--- config.mk ---
export PLATFORM = sky130hd
export DESIGN_NAME = e3_trail_overhead
export DESIGN_NICKNAME = d
export VERILOG_FILES = /design/src/rtl/e3tt_pkg.sv /design/src/rtl/e3tt_ctrl.sv /design/src/rtl/e3tt_datapath.sv /design/src/rtl/e3_trail_overhead.sv
export SDC_FILE = /design/constraint.sdc
export NUM_CORES = 1
export LEC_CHECK = 0
export CAP_MARGIN = 20
export CORE_MARGIN = 5
export CORE_UTILIZATION = 60
export DETAILED_ROUTE_END_ITERATION = 7
export GPL_ROUTABILITY_DRIVEN = 0
export GPL_TIMING_DRIVEN = 1
export PLACE_DENSITY_LB_ADDON = 0.15
export RECOVER_POWER = 50
export SYNTH_ARGS = -nofsm -noshare
export SYNTH_HDL_FRONTEND = slang
export SYNTH_HIERARCHICAL = 1
export SYNTH_SLANG_ARGS = --single-unit
--- constraint.sdc ---
create_clock -name clk -period 1.9 [get_ports clk]
set_input_delay 0.19 -clock clk [delete_from_list [all_inputs] [get_ports clk]]
set_output_delay 0.19 -clock clk [all_outputs]
set_load 0.02 [all_outputs]
--- src/rtl/e3tt_pkg.sv ---
package e3tt_pkg;
  // Strobes passed from the sequence control to the byte datapath
  typedef struct packed {
    logic load;       // capture new output bytes this cycle
    logic markFirst;  // the selected entry opens a multiframe
  } ctrlStrobes_t;
endpackage

--- src/rtl/e3tt_ctrl.sv ---
module e3tt_ctrl #(
  parameter int DEPTH = 16,
  localparam int IDXW = $clog2(DEPTH)
) (
  input  logic                    clk,
  input  logic                    rstN,
  input  logic                    frameStart,
  output e3tt_pkg::ctrlStrobes_t  strobes,
  output logic [IDXW-1:0]         selIdx
);
  localparam logic [IDXW-1:0] LastIdx = IDXW'(DEPTH - 1);

  logic [IDXW-1:0] idx;

  always_ff @(posedge clk) begin
    if (!rstN) begin
      idx <= '0;
    end else if (frameStart) begin
      idx <= (idx == LastIdx) ? '0 : idx + 1'b1;
    end
  end

  always_comb begin
    strobes.load      = frameStart;
    strobes.markFirst = (idx == '0);
    selIdx            = idx;
  end

  assert_wrap_R2: assert property (@(posedge clk) disable iff (!rstN)
    (frameStart && idx == LastIdx) |=> (idx == '0));

  assert_step_R2: assert property (@(posedge clk) disable iff (!rstN)
    (frameStart && idx != LastIdx) |=> (idx == $past(idx) + 1'b1));

  assert_idle_hold_R3: assert property (@(posedge clk) disable iff (!rstN)
    !frameStart |=> $stable(idx));
endmodule

--- src/rtl/e3tt_datapath.sv ---
module e3tt_datapath #(
  parameter int DEPTH = 16,
  parameter int ADDRW = 5,
  localparam int IDXW = $clog2(DEPTH)
) (
  input  logic                   clk,
  input  logic                   rstN,
  input  logic                   hostWe,
  input  logic [ADDRW-1:0]       hostAddr,
  input  logic [7:0]             hostWdata,
  input  logic                   liveFebe,
  input  logic                   liveFerf,
  input  e3tt_pkg::ctrlStrobes_t strobes,
  input  logic [IDXW-1:0]        selIdx,
  output logic [7:0]             trByte,
  output logic [7:0]             maByte,
  output logic                   mfStart
);
  localparam logic [ADDRW-1:0] MaAddr  = ADDRW'(DEPTH);
  localparam logic [ADDRW-1:0] SelAddr = ADDRW'(DEPTH + 1);

  logic [7:0] ttMem [DEPTH];
  logic [7:0] maCtl;
  logic       selFebe;
  logic       selFerf;
  logic [7:0] maNext;

  // One write port per trail entry
  for (genvar g = 0; g < DEPTH; g++) begin : gEntry
    always_ff @(posedge clk) begin
      if (!rstN) begin
        ttMem[g] <= '0;
      end else if (hostWe && hostAddr == ADDRW'(g)) begin
        ttMem[g] <= hostWdata;
      end
    end
  end

  always_ff @(posedge clk) begin
    if (!rstN) begin
      maCtl   <= '0;
      selFebe <= 1'b0;
      selFerf <= 1'b0;
    end else if (hostWe) begin
      if (hostAddr == MaAddr) begin
        maCtl <= hostWdata;
      end
      if (hostAddr == SelAddr) begin
        selFebe <= hostWdata[0];
        selFerf <= hostWdata[1];
      end
    end
  end

  always_comb begin
    maNext    = maCtl;
    maNext[6] = selFebe ? liveFebe : maCtl[6];
    maNext[7] = selFerf ? liveFerf : maCtl[7];
  end

  always_ff @(posedge clk) begin
    if (!rstN) begin
      trByte  <= '0;
      maByte  <= '0;
      mfStart <= 1'b0;
    end else if (strobes.load) begin
      trByte  <= ttMem[selIdx];
      maByte  <= maNext;
      mfStart <= strobes.markFirst;
    end
  end

  assert_hold_R3: assert property (@(posedge clk) disable iff (!rstN)
    !strobes.load |=> ($stable(trByte) && $stable(maByte) && $stable(mfStart)));

  assert_first_flag_R5: assert property (@(posedge clk) disable iff (!rstN)
    (strobes.load && selIdx == '0) |=> mfStart);

  assert_later_flag_R5: assert property (@(posedge clk) disable iff (!rstN)
    (strobes.load && selIdx != '0) |=> !mfStart);

  assert_low_bits_R6: assert property (@(posedge clk) disable iff (!rstN)
    strobes.load |=> (maByte[5:0] == $past(maCtl[5:0])));

  assert_old_value_R8: assert property (@(posedge clk) disable iff (!rstN)
    strobes.load |=> (trByte == $past(ttMem[selIdx])));
endmodule

--- src/rtl/e3_trail_overhead.sv ---
module e3_trail_overhead #(
  parameter int DEPTH = 16,
  localparam int ADDRW = $clog2(DEPTH + 2),
  localparam int IDXW  = $clog2(DEPTH)
) (
  input  logic             clk,
  input  logic             rstN,
  input  logic             hostWe,
  input  logic [ADDRW-1:0] hostAddr,
  input  logic [7:0]       hostWdata,
  input  logic             frameStart,
  input  logic             liveFebe,
  input  logic             liveFerf,
  output logic [7:0]       trByte,
  output logic [7:0]       maByte,
  output logic             mfStart
);
  e3tt_pkg::ctrlStrobes_t strobes;
  logic [IDXW-1:0]        selIdx;

  e3tt_ctrl #(.DEPTH(DEPTH)) i_ctrl (
    .clk        (clk),
    .rstN       (rstN),
    .frameStart (frameStart),
    .strobes    (strobes),
    .selIdx     (selIdx)
  );

  e3tt_datapath #(.DEPTH(DEPTH), .ADDRW(ADDRW)) i_datapath (
    .clk       (clk),
    .rstN      (rstN),
    .hostWe    (hostWe),
    .hostAddr  (hostAddr),
    .hostWdata (hostWdata),
    .liveFebe  (liveFebe),
    .liveFerf  (liveFerf),
    .strobes   (strobes),
    .selIdx    (selIdx),
    .trByte    (trByte),
    .maByte    (maByte),
    .mfStart   (mfStart)
  );
endmodule

==> impl_metrics.env <==
export IMPL_nFillCells=861
export IMPL_p_int_mw=5.983
export IMPL_final_setup_skew_ps=4.315
export IMPL_setup_tns_ps=0
export IMPL_antenna_cells=0
export IMPL_htree_levels=4
export IMPL_post_cts_buffers=0
export IMPL_drv_slew=0
export IMPL_worst_slack_ps=127.4
export IMPL_cts_buffers=17
export IMPL_firstDrtPassIters=6
export IMPL_dieArea_um2=14760
export IMPL_cp_data_required_time_ps=1960
export IMPL_worst_pin_slew_ps=774.1
export IMPL_grtUsageTotal=0.2376
export IMPL_period_minus_slack_ps=1773
export IMPL_p_sw_mw=1.810
export IMPL_regArea_um2=4468
export IMPL_ios=36
export IMPL_yosys_warnings=6
export IMPL_core_area_um2=12110
export IMPL_cts_hold_buffers_added=0
export IMPL_ys_seq_area_frac=0.5986
export IMPL_row_count=40
export IMPL_die_height_um=121.5
export IMPL_status="finished, final reports clean"
export IMPL_clk_pin_slew_worst_paths_ps=60
export IMPL_clock_sinks=159
export IMPL_synth_cells=568
export IMPL_pwr_share_clk=0.411
export IMPL_syn_to_final_growth_pct=16.41
export IMPL_r2r_cells=5
export IMPL_syn_cell_area_um2=7458
export IMPL_fin_nets=661
export IMPL_clock_latency_ps=420
export IMPL_seq_power_share=0.515
export IMPL_antenna_found_initial=0
export IMPL_period_share=0.9329
export IMPL_totalWireLength_um=16360
export IMPL_startpoint_type="input pin"
export IMPL_dpl_cell_area_um2=8217
export IMPL_leakage_nw=3.074
export IMPL_clk_path_buf_depth=2
export IMPL_multi_input_area_um2=2739
export IMPL_pre_cts_slack_ps=-47.85
export IMPL_hold_class="reg2reg"
export IMPL_rsz0062_at_grt="false"
export IMPL_ir_drop_v=0.0007069
export IMPL_port_buffers=35
export IMPL_criticalPathCategory="in2reg"
export IMPL_hold_viol_final=0
export IMPL_num_vias=4679
export IMPL_dp_hpwl_um=11340
export IMPL_drv_cap=0
export IMPL_p_per_area_nw_per_um2=897.6
export IMPL_grt_pass1_wl_um=25800
export IMPL_final_util=0.7168
export IMPL_min_path_cells=2
export IMPL_p_comb_frac=0.074
export IMPL_drc=0
export IMPL_finalSetupViolations=0
export IMPL_initialDrtViolationCount=423
export IMPL_start_util=0.6158
export IMPL_synthDistinctLibCells=37
export IMPL_via_per_inst=5.699
export IMPL_relSlewSlack=0.4834
export IMPL_gr_total_overflow=0
export IMPL_dieWidth_um=121.5
export IMPL_wire_per_inst_um=19.93
export IMPL_ys_ff_latch=159
export IMPL_switching_share=0.2323
export IMPL_cts_resized=1
export IMPL_syn_nets=589
export IMPL_cts_tree="built"
export IMPL_grt_max_degree=28
export IMPL_syn_area_per_cell_um2=13.13
export IMPL_fin_area_um2=8682
export IMPL_path_max_fanout=8
export IMPL_drive_gt1_frac=0.1547
export IMPL_grt_pass1_vias=4685
export IMPL_critPathCaptureType="register"
export IMPL_worst_ep_arrival_time_ps=1840
export IMPL_fmax_ghz=0.5641
export IMPL_regToRegSetupSlack_ps=270
export IMPL_cts_root_buffer="clkbuf_16"
export IMPL_postRouteAntennaNets=0
## cells in the mapped netlist
master,count,area (um2)
nand3_1,28,140.1
o21ai_0,16,80.08
or2_2,1,6.260
nand4_4,1,21.27
a41o_1,1,10.01
a21oi_1,9,45.04
dfxtp_1,31,620.6
nand2b_1,2,12.51
nor2_4,18,202.7
buf_4,4,30.03
inv_1,2,7.510
nor3b_1,1,7.510
nor2_2,1,6.260
nand2_1,20,75.07
clkbuf_1,11,41.29
nand3b_4,3,60.06
or2b_1,1,7.510
nand2_2,1,6.260
o211a_1,3,30.03
mux2i_1,84,840.8
a21boi_0,1,7.510
buf_1,1,3.750
nand2_4,3,33.78
nor2b_2,1,8.760
buf_6,5,56.30
and2_1,130,813.3
nand3_4,2,35.03
edfxtp_1,128,3844
a22oi_1,24,180.2
nor2b_1,21,131.4
clkbuf_2,3,15.01
buf_2,5,25.02
xnor2_1,1,8.760
nor2_1,1,3.750
ha_1,2,25.02
and2b_4,1,10.01
nand4_1,1,6.260
## worst max-delay path, cell delays in order
cell and delay [ps]:
dlygate4sd3_1 730, clkbuf_1 210, nand2_1 140, o21ai_0 170
clkbuf_1 400
## power groups by stage
| stage | registers, mW | logic, mW | clock network, mW |
|---|---|---|---|
| 2_1_floorplan | 4.08 | 0.282 | 0 |
| 3_3_place_gp | 4.08 | 0.573 | 0 |
| 3_5_place_dp | 4.08 | 0.587 | 0 |
| 4_1_cts | 4.01 | 0.590 | 3.23 |
| 5_1_grt | 4.03 | 0.614 | 3.41 |
| 6_report | 4.01 | 0.574 | 3.21 |
## area by class of cell
type | instances | share of cell area
flip-flops and latches | 159 | 0.5146
multi-input cells | 378 | 0.3155
repair buffers | 82 | 0.07998
clock buffers | 18 | 0.04943
well taps | 168 | 0.02421
clock inverters | 14 | 0.01542
inverters | 2 | 0.0008647
## per-layer routing
| metal | global-route usage | wire, um | vias up | share of wire |
|---|---|---|---|---|
| met4 | 0.08473 | 335 | 0 | 0.020 |
| met2 | 0.3907 | 8038 | 199 | 0.49 |
| met1 | 0.3131 | 6750 | 2272 | 0.41 |
| li1 | - | - | 2178 | - |
| met5 | 0 | 0 | - | 0 |
| met3 | 0.04942 | 1236 | 30 | 0.076 |
## registers in the layout (all words and copies together) (netlist names)
register / cells
i_datapath/trByte: 8
i_datapath/selFebe: 1
i_datapath/maByte: 8
i_datapath/ttMem: 128
i_ctrl/selIdx: 4
i_datapath/mfStart: 1
i_datapath/selFerf: 1
i_datapath/maCtl: 8
## final timing paths
check / to / from
hold / removal: i_datapath/trByte[6]$_SDFFE_PN0P_ / i_datapath/trByte[6]$_SDFFE_PN0P_
hold reg to reg: i_datapath/trByte[6]$_SDFFE_PN0P_ / i_datapath/trByte[6]$_SDFFE_PN0P_
setup / recovery: i_datapath/ttMem[15][0]$_SDFFCE_PN0P_ / hostAddr[2]
setup reg to reg: i_datapath/trByte[6]$_SDFFE_PN0P_ / i_ctrl/selIdx[2]$_SDFFE_PN0P_
## per-stage QoR
| step | hold WS (ps) | instances | power, mW |
|---|---|---|---|
| floorplan | 311.7 | 568 | 4.361 |
| global placement | 436.2 | 789 | 4.649 |
| detailed placement | 441.9 | 789 | 4.671 |
| CTS | 456.1 | 821 | 7.836 |
| global route | 478.9 | 821 | 8.049 |
| finish | 459.2 | 821 | 7.793 |
## layout by cell type, fill, tap and decap left out, types with 17 or more instances in the layout
| master | n |
|---|---|
| clkdlybuf4s50_1 | 32 |
| nand2_1 | 21 |
| nand3_1 | 28 |
| dfxtp_1 | 30 |
| and2_1 | 72 |
| edfxtp_1 | 128 |
| clkbuf_16 | 17 |
| and2_0 | 58 |
| buf_4 | 39 |
| mux2i_1 | 84 |
| a22oi_1 | 24 |
| nor2b_1 | 21 |
## logic make-up after synthesis
| family | Yosys count | share of synthesized area |
|---|---|---|
| mux | 84 | 0.1127 |
| fa+ha+maj | 2 | 0.003355 |
| compound gates | 54 | 0.04731 |
| simple gates | 237 | 0.2129 |
| buf+inv | 31 | 0.02399 |
| flops | 159 | 0.5986 |
| xor+xnor | 1 | 0.001175 |
Power figures use the tool's default switching activity.
